<file path="src/rtl/i2c_mon_pkg.sv">
package i2c_mon_pkg;

  typedef struct packed {
    logic scl;
    logic sda;
  } line_pair_t;

  // Idle time in nanoseconds converted to clock ticks, rounded up.
  function automatic longint idle_ticks(input longint clk_hz, input longint idle_ns);
    longint prod;
    prod = clk_hz * idle_ns;
    return (prod + 64'd999_999_999) / 64'd1_000_000_000;
  endfunction

endpackage

</file>
<file path="src/rtl/i2c_line_filter.sv">
module i2c_line_filter #(
  parameter int SYNC_STAGES = 2,
  parameter int TAPS        = 3
) (
  input  logic clk,
  input  logic rst_n,
  input  logic raw_i,
  output logic clean_o
);
  localparam int MAJ = TAPS / 2;

  logic [SYNC_STAGES-1:0] sync_q;
  logic [TAPS-1:0]        win_q;
  logic                   clean_q;

  always_ff @(posedge clk) begin
    if (!rst_n) begin
      sync_q  <= '1;
      win_q   <= '1;
      clean_q <= 1'b1;
    end else begin
      sync_q  <= {sync_q[SYNC_STAGES-2:0], raw_i};
      win_q   <= {win_q[TAPS-2:0], sync_q[SYNC_STAGES-1]};
      clean_q <= ($countones(win_q) > MAJ);
    end
  end

  assign clean_o = clean_q;

endmodule

</file>
<file path="src/rtl/i2c_cond_detect.sv">
module i2c_cond_detect
  import i2c_mon_pkg::*;
(
  input  logic       clk,
  input  logic       rst_n,
  input  line_pair_t lines_i,
  output logic       start_o,
  output logic       stop_o,
  output logic       edge_o,
  output logic       scl_low_o
);
  line_pair_t prev_q;

  always_ff @(posedge clk) begin
    if (!rst_n) prev_q <= '{scl: 1'b1, sda: 1'b1};
    else        prev_q <= lines_i;
  end

  // Conditions count only when the clock line is high on both samples.
  logic scl_steady_hi;
  assign scl_steady_hi = lines_i.scl && prev_q.scl;

  assign start_o   = scl_steady_hi && prev_q.sda && !lines_i.sda;
  assign stop_o    = scl_steady_hi && !prev_q.sda && lines_i.sda;
  assign edge_o    = (lines_i != prev_q);
  assign scl_low_o = !lines_i.scl;

endmodule

</file>
<file path="src/rtl/i2c_idle_timer.sv">
module i2c_idle_timer #(
  parameter longint TICKS = 6250
) (
  input  logic clk,
  input  logic rst_n,
  input  logic restart_i,
  input  logic run_i,
  output logic expire_o
);
  localparam int CW = (TICKS < 2) ? 1 : $clog2(TICKS);
  localparam logic [CW-1:0] LAST = CW'(TICKS - 1);

  logic [CW-1:0] cnt_q;
  logic          at_last;

  assign at_last  = (cnt_q == LAST);
  assign expire_o = run_i && !restart_i && at_last;

  always_ff @(posedge clk) begin
    if (!rst_n)                      cnt_q <= '0;
    else if (restart_i || !run_i)    cnt_q <= '0;
    else if (!at_last)               cnt_q <= cnt_q + 1'b1;
  end

  p_cnt_in_range_r3: assert property (@(posedge clk) disable iff (!rst_n)
    cnt_q <= LAST);
  p_restart_zero_r6: assert property (@(posedge clk) disable iff (!rst_n)
    restart_i |=> (cnt_q == '0));
  p_paused_zero_r8: assert property (@(posedge clk) disable iff (!rst_n)
    !run_i |=> (cnt_q == '0));

endmodule

</file>
<file path="src/rtl/i2c_busy_monitor.sv">
module i2c_busy_monitor
  import i2c_mon_pkg::*;
#(
  parameter longint CLK_HZ      = 125_000_000,
  parameter longint IDLE_NS     = 50_000,
  parameter int     SYNC_STAGES = 2,
  parameter int     FILT_TAPS   = 3
) (
  input  logic clk,
  input  logic rst_n,
  input  logic scl_i,
  input  logic sda_i,
  output logic bus_busy_o
);
  localparam longint IDLE_TICKS = idle_ticks(CLK_HZ, IDLE_NS);

  logic [1:0] raw_w;
  logic [1:0] clean_w;
  line_pair_t lines;

  assign raw_w = {scl_i, sda_i};

  for (genvar g = 0; g < 2; g++) begin : g_line
    i2c_line_filter #(
      .SYNC_STAGES(SYNC_STAGES),
      .TAPS       (FILT_TAPS)
    ) u_filt (
      .clk    (clk),
      .rst_n  (rst_n),
      .raw_i  (raw_w[g]),
      .clean_o(clean_w[g])
    );
  end

  assign lines.scl = clean_w[1];
  assign lines.sda = clean_w[0];

  logic start_evt, stop_evt, edge_evt, scl_low;

  i2c_cond_detect u_det (
    .clk      (clk),
    .rst_n    (rst_n),
    .lines_i  (lines),
    .start_o  (start_evt),
    .stop_o   (stop_evt),
    .edge_o   (edge_evt),
    .scl_low_o(scl_low)
  );

  logic busy_q;
  logic tmr_expire;

  i2c_idle_timer #(.TICKS(IDLE_TICKS)) u_tmr (
    .clk      (clk),
    .rst_n    (rst_n),
    .restart_i(edge_evt),
    .run_i    (busy_q && !scl_low),
    .expire_o (tmr_expire)
  );

  always_ff @(posedge clk) begin
    if (!rst_n)                      busy_q <= 1'b0;
    else if (stop_evt)               busy_q <= 1'b0;
    else if (start_evt || scl_low)   busy_q <= 1'b1;
    else if (tmr_expire)             busy_q <= 1'b0;
  end

  assign bus_busy_o = busy_q;

  p_stop_clears_r5: assert property (@(posedge clk) disable iff (!rst_n)
    stop_evt |=> !bus_busy_o);
  p_start_sets_r4: assert property (@(posedge clk) disable iff (!rst_n)
    start_evt |=> bus_busy_o);
  p_scl_low_sets_r2: assert property (@(posedge clk) disable iff (!rst_n)
    scl_low |=> bus_busy_o);
  p_no_timeout_low_r8: assert property (@(posedge clk) disable iff (!rst_n)
    tmr_expire |-> lines.scl);

endmodule

</file>
<file path="config.mk">
export PLATFORM = sky130hd
export DESIGN_NAME = i2c_busy_monitor
export DESIGN_NICKNAME = d
export VERILOG_FILES = /design/src/rtl/i2c_mon_pkg.sv /design/src/rtl/i2c_line_filter.sv /design/src/rtl/i2c_cond_detect.sv /design/src/rtl/i2c_idle_timer.sv /design/src/rtl/i2c_busy_monitor.sv
export SDC_FILE = /design/constraint.sdc
export NUM_CORES = 1
export LEC_CHECK = 0
export ABC_AREA = 1
export BUFFER_PORTS_ARGS = -buffer_cell sky130_fd_sc_hd__buf_2
export CAP_MARGIN = 10
export CORE_UTILIZATION = 25
export CTS_CLUSTER_DIAMETER = 150
export CTS_CLUSTER_SIZE = 8
export DETAILED_ROUTE_END_ITERATION = 10
export SETUP_SLACK_MARGIN = 0.5
export SYNTH_ARGS = -nofsm -noshare
export SYNTH_HDL_FRONTEND = slang
export SYNTH_SLANG_ARGS = --single-unit
</file>
<file path="constraint.sdc">
create_clock -name clk -period 1.9 [get_ports clk]
set_input_delay 0.285 -clock clk [delete_from_list [all_inputs] [get_ports clk]]
set_output_delay 0.285 -clock clk [all_outputs]
set_load 0.05 [all_outputs]
</file>
==> metrics.txt <==
# TYPE chip_impl_metric gauge
chip_impl_metric{name="number_of_global_route_vias_before_repair",unit=""} 887
chip_impl_metric{name="global_route.overflow_total",unit=""} 0
chip_impl_metric{name="clock-sinks",unit=""} 28
chip_impl_metric{name="number_of_antenna_violations_at_the_first_check_in_global_routing",unit=""} 0
chip_impl_metric{name="p_seq_share",unit="%"} 53.8
chip_impl_info{name="holdCritStartpoint",value="scl_i"} 1
chip_impl_info{name="yosys_most_used_dff",value="dfxtp_1"} 1
chip_impl_metric{name="die_width",unit="um"} 72.2
chip_impl_metric{name="powerDensity",unit="mW/mm2"} 772
chip_impl_metric{name="boundary_pin_count",unit=""} 5
chip_impl_metric{name="clkTransAtPathRegs",unit="ns"} 0.10
chip_impl_metric{name="syn-num-nets",unit=""} 171
chip_impl_info{name="setup.worst_path.end_class",value="flop"} 1
chip_impl_metric{name="multiInputGateArea",unit="um2"} 594
chip_impl_metric{name="post-dp-hpwl",unit="um"} 1450
chip_impl_metric{name="worstPathRequired",unit="ns"} 2.12
chip_impl_info{name="synth_common_cells",value="nand2_1 (35), dfxtp_1 (28), inv_1 (22)"} 1
chip_impl_metric{name="ctsHtreeMaxLevel",unit=""} 1
chip_impl_metric{name="post-route-drc-count",unit=""} 0
chip_impl_metric{name="cts_hold_buffers",unit=""} 0
chip_impl_metric{name="max_freq",unit="MHz"} 781
chip_impl_metric{name="postSynth.asyncResetShare",unit="%"} 0
chip_impl_info{name="hp-class",value="input port to flop"} 1
chip_impl_info{name="worstSetupStartpoint",value="g_line[1].u_filt.clean_o"} 1
chip_impl_info{name="critPathLaunchType",value="flop"} 1
chip_impl_metric{name="synthDominantCellAreaShare",unit="%"} 45.5
chip_impl_info{name="yosysMostFrequentCell",value="nand2_1"} 1
chip_impl_metric{name="clock_skew",unit="ns"} 0.0120
chip_impl_metric{name="floorplan.initialDensity",unit="%"} 26.1
chip_impl_metric{name="slew_headroom",unit="%"} 79.4
chip_impl_metric{name="ir_worst_vdd",unit="V"} 0.000449
chip_impl_metric{name="die_h",unit="um"} 72.2
chip_impl_metric{name="global_route.usage.total",unit="%"} 8.58
chip_impl_metric{name="timing.final.setup_violations",unit=""} 0
chip_impl_metric{name="drt-pass1-iter-count",unit=""} 4
chip_impl_metric{name="totalNegativeSetupSlack",unit="ns"} 0
chip_impl_metric{name="portBuffers",unit=""} 4
chip_impl_metric{name="antenna_violating_nets_post_route",unit=""} 0
chip_impl_metric{name="post-route-min-period",unit="ns"} 1.28
chip_impl_info{name="rsz0062_at_grt",value="yes"} 1
chip_impl_metric{name="number_of_inserted_filler_cells_in_the_final_layout",unit=""} 507
chip_impl_metric{name="power_report.internal_total",unit="W"} 0.000895
chip_impl_metric{name="vias",unit=""} 979
chip_impl_metric{name="postSynthRegisterBits",unit=""} 28
chip_impl_metric{name="synth_edf_count",unit=""} 0
chip_impl_metric{name="drt-initial-drc-count",unit=""} 61
chip_impl_metric{name="cts_made_buffers",unit=""} 3
chip_impl_metric{name="arrival",unit="ns"} 1.50
chip_impl_metric{name="fp.coreArea",unit="mm2"} 0.00472
chip_impl_metric{name="clk_path_buf_depth",unit=""} 2
chip_impl_metric{name="maximum_number_of_pins_on_one_net_before_global_route_repair",unit=""} 17
chip_impl_metric{name="p_leak",unit="nW"} 0.539
chip_impl_metric{name="max_slew.worst_pin.slew",unit="ns"} 0.307
chip_impl_info{name="clock_tree_from_tritoncts",value="done"} 1
chip_impl_metric{name="p_total",unit="W"} 0.00112
chip_impl_metric{name="power.clock.fraction",unit="%"} 42.6
chip_impl_info{name="synth.area.top_cells",value="dfxtp_1 (45%), nand2_1 (11%), inv_1 (6.7%)"} 1
chip_impl_metric{name="r2r.worst_path.cells",unit=""} 7
chip_impl_metric{name="power_switching_share",unit="%"} 19.8
chip_impl_metric{name="synth_area_per_cell",unit="um2"} 7.61
chip_impl_metric{name="net-switching-power",unit="W"} 0.000221
chip_impl_metric{name="gpl.final_weighted_congestion",unit=""} 0.762
chip_impl_metric{name="nets",unit=""} 179
chip_impl_metric{name="antenna_cells",unit=""} 0
chip_impl_info{name="r2r_start",value="g_line[1].u_filt.clean_o"} 1
chip_impl_metric{name="synthDistinctLibCells",unit=""} 22
chip_impl_metric{name="postLayoutSetupSlackWorst",unit="ns"} 0.619
chip_impl_metric{name="summed_instance_area_of_the_synthesized_netlist",unit="mm2"} 0.00123
chip_impl_metric{name="layout.area.seq",unit="um2"} 566
chip_impl_metric{name="final_layout_size_suffix_gt1_share",unit="%"} 18.9
chip_impl_metric{name="whs_path_depth",unit=""} 2
chip_impl_info{name="worstSetupPathType",value="flop to flop"} 1
chip_impl_metric{name="finalCritPeriodShare",unit="%"} 67.4
chip_impl_metric{name="die-area",unit="mm2"} 0.00521
chip_impl_metric{name="synthToLayoutAreaGrowth",unit="%"} 17.3
chip_impl_metric{name="syn_inst",unit=""} 162
chip_impl_metric{name="drt_wl_total",unit="um"} 1970
chip_impl_metric{name="slew_viol_final",unit=""} 0
chip_impl_metric{name="final-hold-violation-count",unit=""} 0
chip_impl_metric{name="grt_first_pass_wirelength",unit="um"} 3640
chip_impl_info{name="outcome",value="complete, no violations"} 1
chip_impl_info{name="synth_top_area_cell",value="dfxtp_1"} 1
chip_impl_info{name="clock_tree.root_cell",value="clkbuf_8"} 1
chip_impl_metric{name="sequential_area_share_after_synthesis",unit="%"} 45.5
chip_impl_metric{name="avgViaCountPerCell",unit=""} 4.15
chip_impl_metric{name="placementRows",unit=""} 25
chip_impl_metric{name="pre_cts_ws",unit="ns"} 0.356
chip_impl_metric{name="path_max_fanout",unit=""} 12
chip_impl_metric{name="yosys_warnings",unit=""} 0
chip_impl_metric{name="cap_viol_max_count",unit=""} 0
chip_impl_metric{name="worstSkewPairLatency",unit="ns"} 0.28
chip_impl_metric{name="wl_per_cell",unit="um"} 8.34
chip_impl_metric{name="p_comb_share",unit="%"} 3.6
## flip-flops by register name, summed over array words and instances, names as in the netlist
register               cells
u_tmr.cnt_q               13
g_line.u_filt.win_q        6
g_line.u_filt.sync_q       4
g_line.u_filt.clean_o      2
u_det.prev_q               2
bus_busy_o                 1
## worst max-delay path: stages (launching register included)
cell and delay, ns:
dfxtp_1 0.33, ha_1 0.29, inv_1 0.05, nand3_1 0.10, nor2_4 0.15, nand2_4 0.06, buf_12 0.14, a21oi_1 0.11
## metal layers
metal	routed length (um)	up-vias	track usage, %
met4	7	0	1.31
met1	1000	443	10.6
met2	904	8	14.7
met3	57	2	2.92
met5	0	-	0
li1	-	526	-
## cells in the final DEF, fill, tap and decap left out, drive strengths merged, types with 5 or more instances in the layout
cell type  instances
or2               12
buf                5
nor2              13
nand3             11
nand2             37
nor3               5
inv               23
ha                 5
a21oi             14
dfxtp             28
## path summary, 6_finish.rpt
check	endpoint	slack, ns
worst max-delay path	u_tmr.cnt_q[11]	0.62
worst min register to register	g_line[0].u_filt.sync_q[1]	0.42
worst min-delay path	g_line[1].u_filt.sync_q[0]	0.19
worst max register to register	u_tmr.cnt_q[11]	0.62
## power groups by stage
stage	logic (W)	registers (W)	clock network, W
global route	0.0000454	0.000602	0.000506
CTS	0.0000366	0.000601	0.000489
detailed placement	0.0000350	0.000615	0
finish	0.0000399	0.000600	0.000475
floorplan	0.0000210	0.000618	0
global placement	0.0000345	0.000615	0
## timing repair
item	in CTS	in global routing
gates resized for setup	5	3
pin swaps	1	1
cloned	0	0
setup buffers	0	1
setup endpoints to repair	12	4
## cell type report
type | instances | share of cell area, %
multi-input combinational | 108 | 41.1
sequential | 28 | 39.1
inverter | 24 | 6.23
tap | 67 | 5.80
clock buffer | 3 | 2.86
timing repair buffer | 5 | 2.77
clock inverter | 1 | 2.08
## per-stage QoR
step / utilization [%] / area (um2) / cells / hold WS [ns]
2_1_floorplan: - / 1230 / 162 / 0.354
3_3_place_gp: 28.0 / 1320 / 231 / 0.394
3_5_place_dp: 28.0 / 1320 / 231 / 0.400
4_1_cts: 29.8 / 1410 / 235 / 0.182
5_1_grt: 30.6 / 1450 / 236 / 0.180
6_report: 30.6 / 1450 / 236 / 0.190
## cell families after synthesis
kind of cell,share of synthesized area (%)
AO/OA/AOI/OAI,8.43
adder cells (fa/ha/maj),5.08
buffers and inverters,8.32
flip-flops,45.5
AND/OR/NAND/NOR,32.7
(Power assumes the default switching activity.)
